File: src/rtl/ocp_fault_ctrl.sv
`timescale 1ns/1ps
module ocp_fault_ctrl #(
  parameter int N_RAILS   = 4,
  parameter int DEB_W     = 4,
  parameter int PULSE_LEN = 16,
  parameter int DATA_W    = 16,
  parameter int ADDR_W    = 3
) (
  input  logic               clk,
  input  logic               rst_n,
  input  logic [N_RAILS-1:0] rail_fault,
  input  logic               reg_wr,
  input  logic [ADDR_W-1:0]  reg_addr,
  input  logic [DATA_W-1:0]  reg_wdata,
  output logic [DATA_W-1:0]  reg_rdata,
  output logic               irq,
  output logic               pwr_hold,
  output logic               wrst_pulse
);
  localparam int PCNT_W  = $clog2(PULSE_LEN + 1);
  localparam int RSN_LSB = 8;
  localparam logic [ADDR_W-1:0] A_RESP = ADDR_W'(0);
  localparam logic [ADDR_W-1:0] A_DEB  = ADDR_W'(1);
  localparam logic [ADDR_W-1:0] A_STAT = ADDR_W'(2);
  localparam logic [ADDR_W-1:0] A_MASK = ADDR_W'(3);
  localparam logic [ADDR_W-1:0] A_RSN  = ADDR_W'(4);

  logic [2*N_RAILS-1:0] resp_cfg;
  logic [DEB_W-1:0]     deb_thr, thr_eff;
  logic [N_RAILS-1:0]   irq_stat, irq_mask, rsn_rail;
  logic                 rsn_any;
  logic [N_RAILS-1:0]   sync1, sync2, fire;
  logic [N_RAILS-1:0]   sel_shut, sel_warm, sel_irq;
  logic [PCNT_W-1:0]    pcnt;
  logic                 any_shut, any_warm, act_warm;
  logic [N_RAILS-1:0]   act_irq;
  logic                 wr_resp, wr_deb, wr_stat, wr_mask, wr_rsn;
  logic                 unused_wdata;

  assign thr_eff = (deb_thr == '0) ? DEB_W'(1) : deb_thr;
  assign wr_resp = reg_wr && reg_addr == A_RESP;
  assign wr_deb  = reg_wr && reg_addr == A_DEB;
  assign wr_stat = reg_wr && reg_addr == A_STAT;
  assign wr_mask = reg_wr && reg_addr == A_MASK;
  assign wr_rsn  = reg_wr && reg_addr == A_RSN;
  assign unused_wdata = ^reg_wdata;

  always_ff @(posedge clk or negedge rst_n)
    if (!rst_n) begin
      sync1 <= '0;
      sync2 <= '0;
    end else begin
      sync1 <= rail_fault;
      sync2 <= sync1;
    end

  for (genvar i = 0; i < N_RAILS; i++) begin : g_rail
    logic [DEB_W-1:0] cnt;
    logic [1:0]       code;
    always_ff @(posedge clk or negedge rst_n)
      if (!rst_n)          cnt <= '0;
      else if (!sync2[i])  cnt <= '0;
      else if (cnt < thr_eff) cnt <= cnt + DEB_W'(1);
    assign fire[i]     = sync2[i] && (cnt == thr_eff - DEB_W'(1));
    assign code        = resp_cfg[2*i +: 2];
    assign sel_shut[i] = fire[i] && code == 2'b10;
    assign sel_warm[i] = fire[i] && code == 2'b01;
    assign sel_irq[i]  = fire[i] && (code == 2'b00 || code == 2'b11);
  end

  assign any_shut = pwr_hold && |sel_shut;
  assign any_warm = pwr_hold && |sel_warm;
  assign act_warm = any_warm && !any_shut;
  assign act_irq  = sel_irq & {N_RAILS{pwr_hold && !any_shut && !any_warm}};

  always_ff @(posedge clk or negedge rst_n)
    if (!rst_n) begin
      resp_cfg <= '0;
      deb_thr  <= '0;
      irq_mask <= '0;
    end else begin
      if (wr_resp) resp_cfg <= reg_wdata[2*N_RAILS-1:0];
      if (wr_deb)  deb_thr  <= reg_wdata[DEB_W-1:0];
      if (wr_mask) irq_mask <= reg_wdata[N_RAILS-1:0];
    end

  always_ff @(posedge clk or negedge rst_n)
    if (!rst_n) irq_stat <= '0;
    else        irq_stat <= (irq_stat & ~(reg_wdata[N_RAILS-1:0] & {N_RAILS{wr_stat}})) | act_irq;

  assign irq = |(irq_stat & ~irq_mask);

  always_ff @(posedge clk or negedge rst_n)
    if (!rst_n)        pwr_hold <= 1'b1;
    else if (any_shut) pwr_hold <= 1'b0;

  always_ff @(posedge clk or negedge rst_n)
    if (!rst_n)             pcnt <= '0;
    else if (pcnt != '0)    pcnt <= pcnt - PCNT_W'(1);
    else if (act_warm)      pcnt <= PCNT_W'(PULSE_LEN);

  assign wrst_pulse = pcnt != '0;

  always_ff @(posedge clk or negedge rst_n)
    if (!rst_n) begin
      rsn_any  <= 1'b0;
      rsn_rail <= '0;
    end else begin
      rsn_any  <= (rsn_any & ~(wr_rsn & reg_wdata[0])) | act_warm;
      rsn_rail <= (rsn_rail & ~(reg_wdata[RSN_LSB +: N_RAILS] & {N_RAILS{wr_rsn}}))
                | (sel_warm & {N_RAILS{act_warm}});
    end

  always_comb begin
    reg_rdata = '0;
    case (reg_addr)
      A_RESP: reg_rdata[2*N_RAILS-1:0] = resp_cfg;
      A_DEB:  reg_rdata[DEB_W-1:0]     = deb_thr;
      A_STAT: reg_rdata[N_RAILS-1:0]   = irq_stat;
      A_MASK: reg_rdata[N_RAILS-1:0]   = irq_mask;
      A_RSN: begin
        reg_rdata[0]                   = rsn_any;
        reg_rdata[RSN_LSB +: N_RAILS]  = rsn_rail;
      end
      default: reg_rdata = '0;
    endcase
  end

  logic [PCNT_W:0] chk_len;
  always_ff @(posedge clk or negedge rst_n)
    if (!rst_n)          chk_len <= '0;
    else if (wrst_pulse) chk_len <= chk_len + 1'b1;
    else                 chk_len <= '0;

  AST_SHUT_STICKY: assert property (@(posedge clk) disable iff (!rst_n) !pwr_hold |=> !pwr_hold);
  AST_PULSE_MAX: assert property (@(posedge clk) disable iff (!rst_n) wrst_pulse |-> chk_len < (PCNT_W+1)'(PULSE_LEN));
  AST_PULSE_LEN: assert property (@(posedge clk) disable iff (!rst_n) $fell(wrst_pulse) |-> chk_len == (PCNT_W+1)'(PULSE_LEN));
  AST_REASON_SET: assert property (@(posedge clk) disable iff (!rst_n) $rose(wrst_pulse) |-> rsn_any);
  AST_WARM_NO_IRQ: assert property (@(posedge clk) disable iff (!rst_n) act_warm |=> (irq_stat & ~$past(irq_stat)) == '0);
  AST_SHUT_WINS: assert property (@(posedge clk) disable iff (!rst_n) !pwr_hold |-> !$rose(wrst_pulse));
endmodule

File: config.mk
export PLATFORM = sky130hd
export DESIGN_NAME = ocp_fault_ctrl
export DESIGN_NICKNAME = d
export VERILOG_FILES = /design/src/rtl/ocp_fault_ctrl.sv
export SDC_FILE = /design/constraint.sdc
export NUM_CORES = 1
export LEC_CHECK = 0
export BUFFER_PORTS_ARGS = -buffer_cell sky130_fd_sc_hd__buf_4
export CAP_MARGIN = 0
export CORE_AREA = 5 5 86 88
export CTS_CLUSTER_SIZE = 25
export DETAILED_ROUTE_END_ITERATION = 10
export DIE_AREA = 0 0 91 93
export PLACE_DENSITY = 0.77
export SKIP_CTS_REPAIR_TIMING = 1
export SLEW_MARGIN = 40
export SYNTH_ARGS = -nofsm -noshare
export SYNTH_HDL_FRONTEND = slang
export SYNTH_SLANG_ARGS = --single-unit
File: constraint.sdc
create_clock -name clk -period 2.6 [get_ports clk]
set_clock_uncertainty 0.1 [all_clocks]
set_input_delay 0.52 -clock clk [delete_from_list [all_inputs] [get_ports clk]]
set_output_delay 0.52 -clock clk [all_outputs]
set_load 0.02 [all_outputs]
==> impl_metrics.sql <==
INSERT INTO impl_metrics (metric_group, metric, value, unit) VALUES
('worst_setup_path', 'worst-endpoint-arrival', '2.70', 'ns'),
('power', 'intPower', '1.87', 'mW'),
('timing', 'max_slew_violation_total_from_the_final_report', '0', ''),
('clocking', 'clock_insertion_delay_worst_skew', '0.32', 'ns'),
('synthesis', 'asyncSetResetFlopFracSynth', '1.00', ''),
('cells_and_area', 'finalCoreUtilization', '0.597', ''),
('worst_setup_path', 'critical-path-max-stage-delay', '0.43', 'ns'),
('drt', 'routedWlPerCell', '15.9', 'um'),
('clocking', 'cts_root_buf', 'clkbuf_8', ''),
('power', 'swShare', '0.356', ''),
('synthesis', 'area_fraction_in_compound_gates_after_synthesis', '0.146', ''),
('power', 'seq_power_share', '0.392', ''),
('worst_setup_path', 'cp_num_cells', '10', ''),
('worst_setup_path', 'timing.reg2reg.setup_slack', '0.01', 'ns'),
('power', 'leakage', '1.81', 'nW'),
('timing', 'worst-slew-pin-transition', '0.707', 'ns'),
('synthesis', 'synth_largest_area_cell', 'dfrtp_1', ''),
('worst_setup_path', 'timing.critical_path.from', 'deb_thr[2]$_DFFE_PN0P_', ''),
('synthesis', 'synth_top_family_by_area', 'simple AND/OR/NAND/NOR gates', ''),
('worst_setup_path', 'critical-path-top-delay-family', 'simple AND/OR/NAND/NOR gates', ''),
('clocking', 'clock_sinks', '55', ''),
('worst_setup_path', 'timing.reg2reg.worst_path_depth', '10', ''),
('synthesis', 'synth_area_per_cell', '9.90', 'um^2'),
('drt', 'routed-via-count', '2658', ''),
('worst_setup_path', 'setup.worst_path.end', 'irq_stat[0]$_DFF_PN0_', ''),
('synthesis', 'synth-seq-area-share', '0.417', ''),
('floorplanning', 'chipWidth', '91', 'um'),
('timing', 'achievable_clock_frequency', '387', 'MHz'),
('grt', 'grt_max_degree', '56', ''),
('place', 'io_buffers', '36', ''),
('grt', 'grt_antenna_before_repair', '0', ''),
('clocking', 'clk_transition_reported_paths', '0.10', 'ns'),
('worst_setup_path', 'critical_path.reg2reg.startpoint', 'deb_thr[2]$_DFFE_PN0P_', ''),
('floorplanning', 'floorplan.io_pins', '45', ''),
('cells_and_area', 'n_antenna_cell', '0', ''),
('drt', 'initialDrtViolationCount', '101', ''),
('timing', 'hold_ws', '0.137', 'ns'),
('synthesis', 'post-synth-top-count-cell', 'dfrtp_1', ''),
('worst_setup_path', 'cp_max_fo', '4', ''),
('drt', 'dr.pass1.iters', '4', ''),
('grt', 'gr-usage-all-layers', '0.173', ''),
('cells_and_area', 'finalInstanceArea', '0.00392', 'mm^2'),
('synthesis', 'syn_inst', '334', ''),
('synthesis', 'synth_cell_type_count', '45', ''),
('floorplanning', 'initial_utilization', '0.503', ''),
('drt', 'drt-total-wl', '7.36', 'mm'),
('place', 'cell_area_reported_after_detailed_placement', '0.00370', 'mm^2'),
('grt', 'grt_pass1_vias', '2610', ''),
('clocking', 'cts_htree_levels', '2', ''),
('power', 'power.density', '743', 'mW/mm^2'),
('run_status', 'status', 'complete, no violations', ''),
('place', 'dp_hpwl', '5.38', 'mm'),
('floorplanning', 'floorplan.rows', '30', ''),
('synthesis', 'ys_dominant_reg_cell', 'dfrtp_1', ''),
('synthesis', 'postSynthRegisterBits', '55', ''),
('drt', 'drt_drc_violations_left', '0', ''),
('worst_setup_path', 'start_kind', 'register', ''),
('worst_setup_path', 'cp.required', '2.71', 'ns'),
('grt', 'top_usage_layer', 'met2', ''),
('place', 'gp_routability_congestion', '0.870', ''),
('power', 'combinationalPowerShare', '0.404', ''),
('synthesis', 'synthMuxAreaShare', '0.0435', ''),
('flow_run', 'max_cap_viol_count', '0', ''),
('grt', 'global_route_wire_length_before_repair', '12.1', 'mm'),
('synthesis', 'share_of_the_synthesized_area_in_the_top_cell_type', '0.409', ''),
('cells_and_area', 'proportion_of_layout_cells_with_a_drive_suffix_above_1', '0.211', ''),
('synthesis', 'synth.area.top_cells', 'dfrtp_1 (41%), ha_1 (11%), o21ai_0 (4.5%)', ''),
('synthesis', 'yosys.area_share.simple', '0.161', ''),
('timing', 'timing.max_slew.rel_slack', '0.529', ''),
('power', 'power', '2.91', 'mW'),
('grt', 'grt_util_met1', '0.212', '');
stage by stage:
stage	worst slack (ns)	TNS, ns	instances
2_1_floorplan	0.0612	0	337
6_report	0.0136	0	464
5_1_grt	-0.0501	-0.234	464
4_1_cts	-0.110	-0.906	460
3_3_place_gp	-0.0364	-0.196	452
3_5_place_dp	-0.0825	-0.591	452
cell usage in the layout (no fill, tap or decap), drive strengths merged, types with 2 or more instances in the layout:
cell    instances
a2111o          2
a21oi          17
a22o            2
and2           10
and3            2
buf            49
clkbuf          6
conb            4
dfrtp          54
ha             30
inv            37
mux2            5
mux2i           2
mux4            3
nand2          31
nand3          18
nor2            6
nor2b           7
nor3            3
nor4            4
nor4bb          2
o21a            9
o21ai          30
o31ai          13
or4             8
xnor2          10
xor2            3
xor3            3
worst min-delay path by stage:
stage	from	to	slack (ns)	cells past startpoint
floorplan	rst_n	deb_thr[0]$_DFFE_PN0P_	0.12	0
global placement	sync1[1]$_DFF_PN0_	sync2[1]$_DFF_PN0_	0.23	0
detailed placement	sync1[2]$_DFF_PN0_	sync2[2]$_DFF_PN0_	0.23	0
CTS	rst_n	irq_mask[2]$_DFFE_PN0P_	0.17	1
global route	rail_fault[2]	sync1[2]$_DFF_PN0_	0.19	1
finish	rst_n	resp_cfg[7]$_DFFE_PN0P_	0.14	1
cell families (layout without fill, tap and decap cells):
family / Yosys count / after routing
buffers and inverters: 48 / 94
muxes: 10 / 10
adders and majority gates: 30 / 30
AOI/OAI and AO/OA: 77 / 78
other: 1 / 4
and+or+nand+nor: 97 / 97
xor gates and xnor gates: 16 / 16
DFF: 55 / 55
registers in the layout, summed over array words and instances, names as in the netlist:
register    cells
irq_stat        4
deb_thr         4
g_rail.cnt     16
irq_mask        4
resp_cfg        8
rsn_rail        4
sync1           4
pwr_hold        1
sync2           4
pcnt            5
rsn_any         1
layer usage:
metal  wire length, um  part of all wire
met5                 0                 0
met3               353             0.048
met4               199             0.027
met1              3090              0.42
met2              3710              0.50
power by group through the flow:
| stage | combinational (mW) | clock (mW) | sequential, mW |
|---|---|---|---|
| after global placement | 1.02 | 0 | 1.14 |
| after floorplan | 0.787 | 0 | 1.12 |
| after CTS | 1.09 | 0.605 | 1.14 |
| after detailed placement | 1.08 | 0 | 1.15 |
| after global routing | 1.33 | 0.645 | 1.16 |
| final | 1.17 | 0.593 | 1.14 |
layout make-up:
class                   count  area, um^2
inverters                  37         141
multi-input cells         235        1810
flip-flops and latches     55        1380
repair buffers             49         368
clock inverters             2        35.0
fillers                   546        2650
clock buffers               6        82.6
well taps                  80         100
Power figures use the tool's default switching activity.
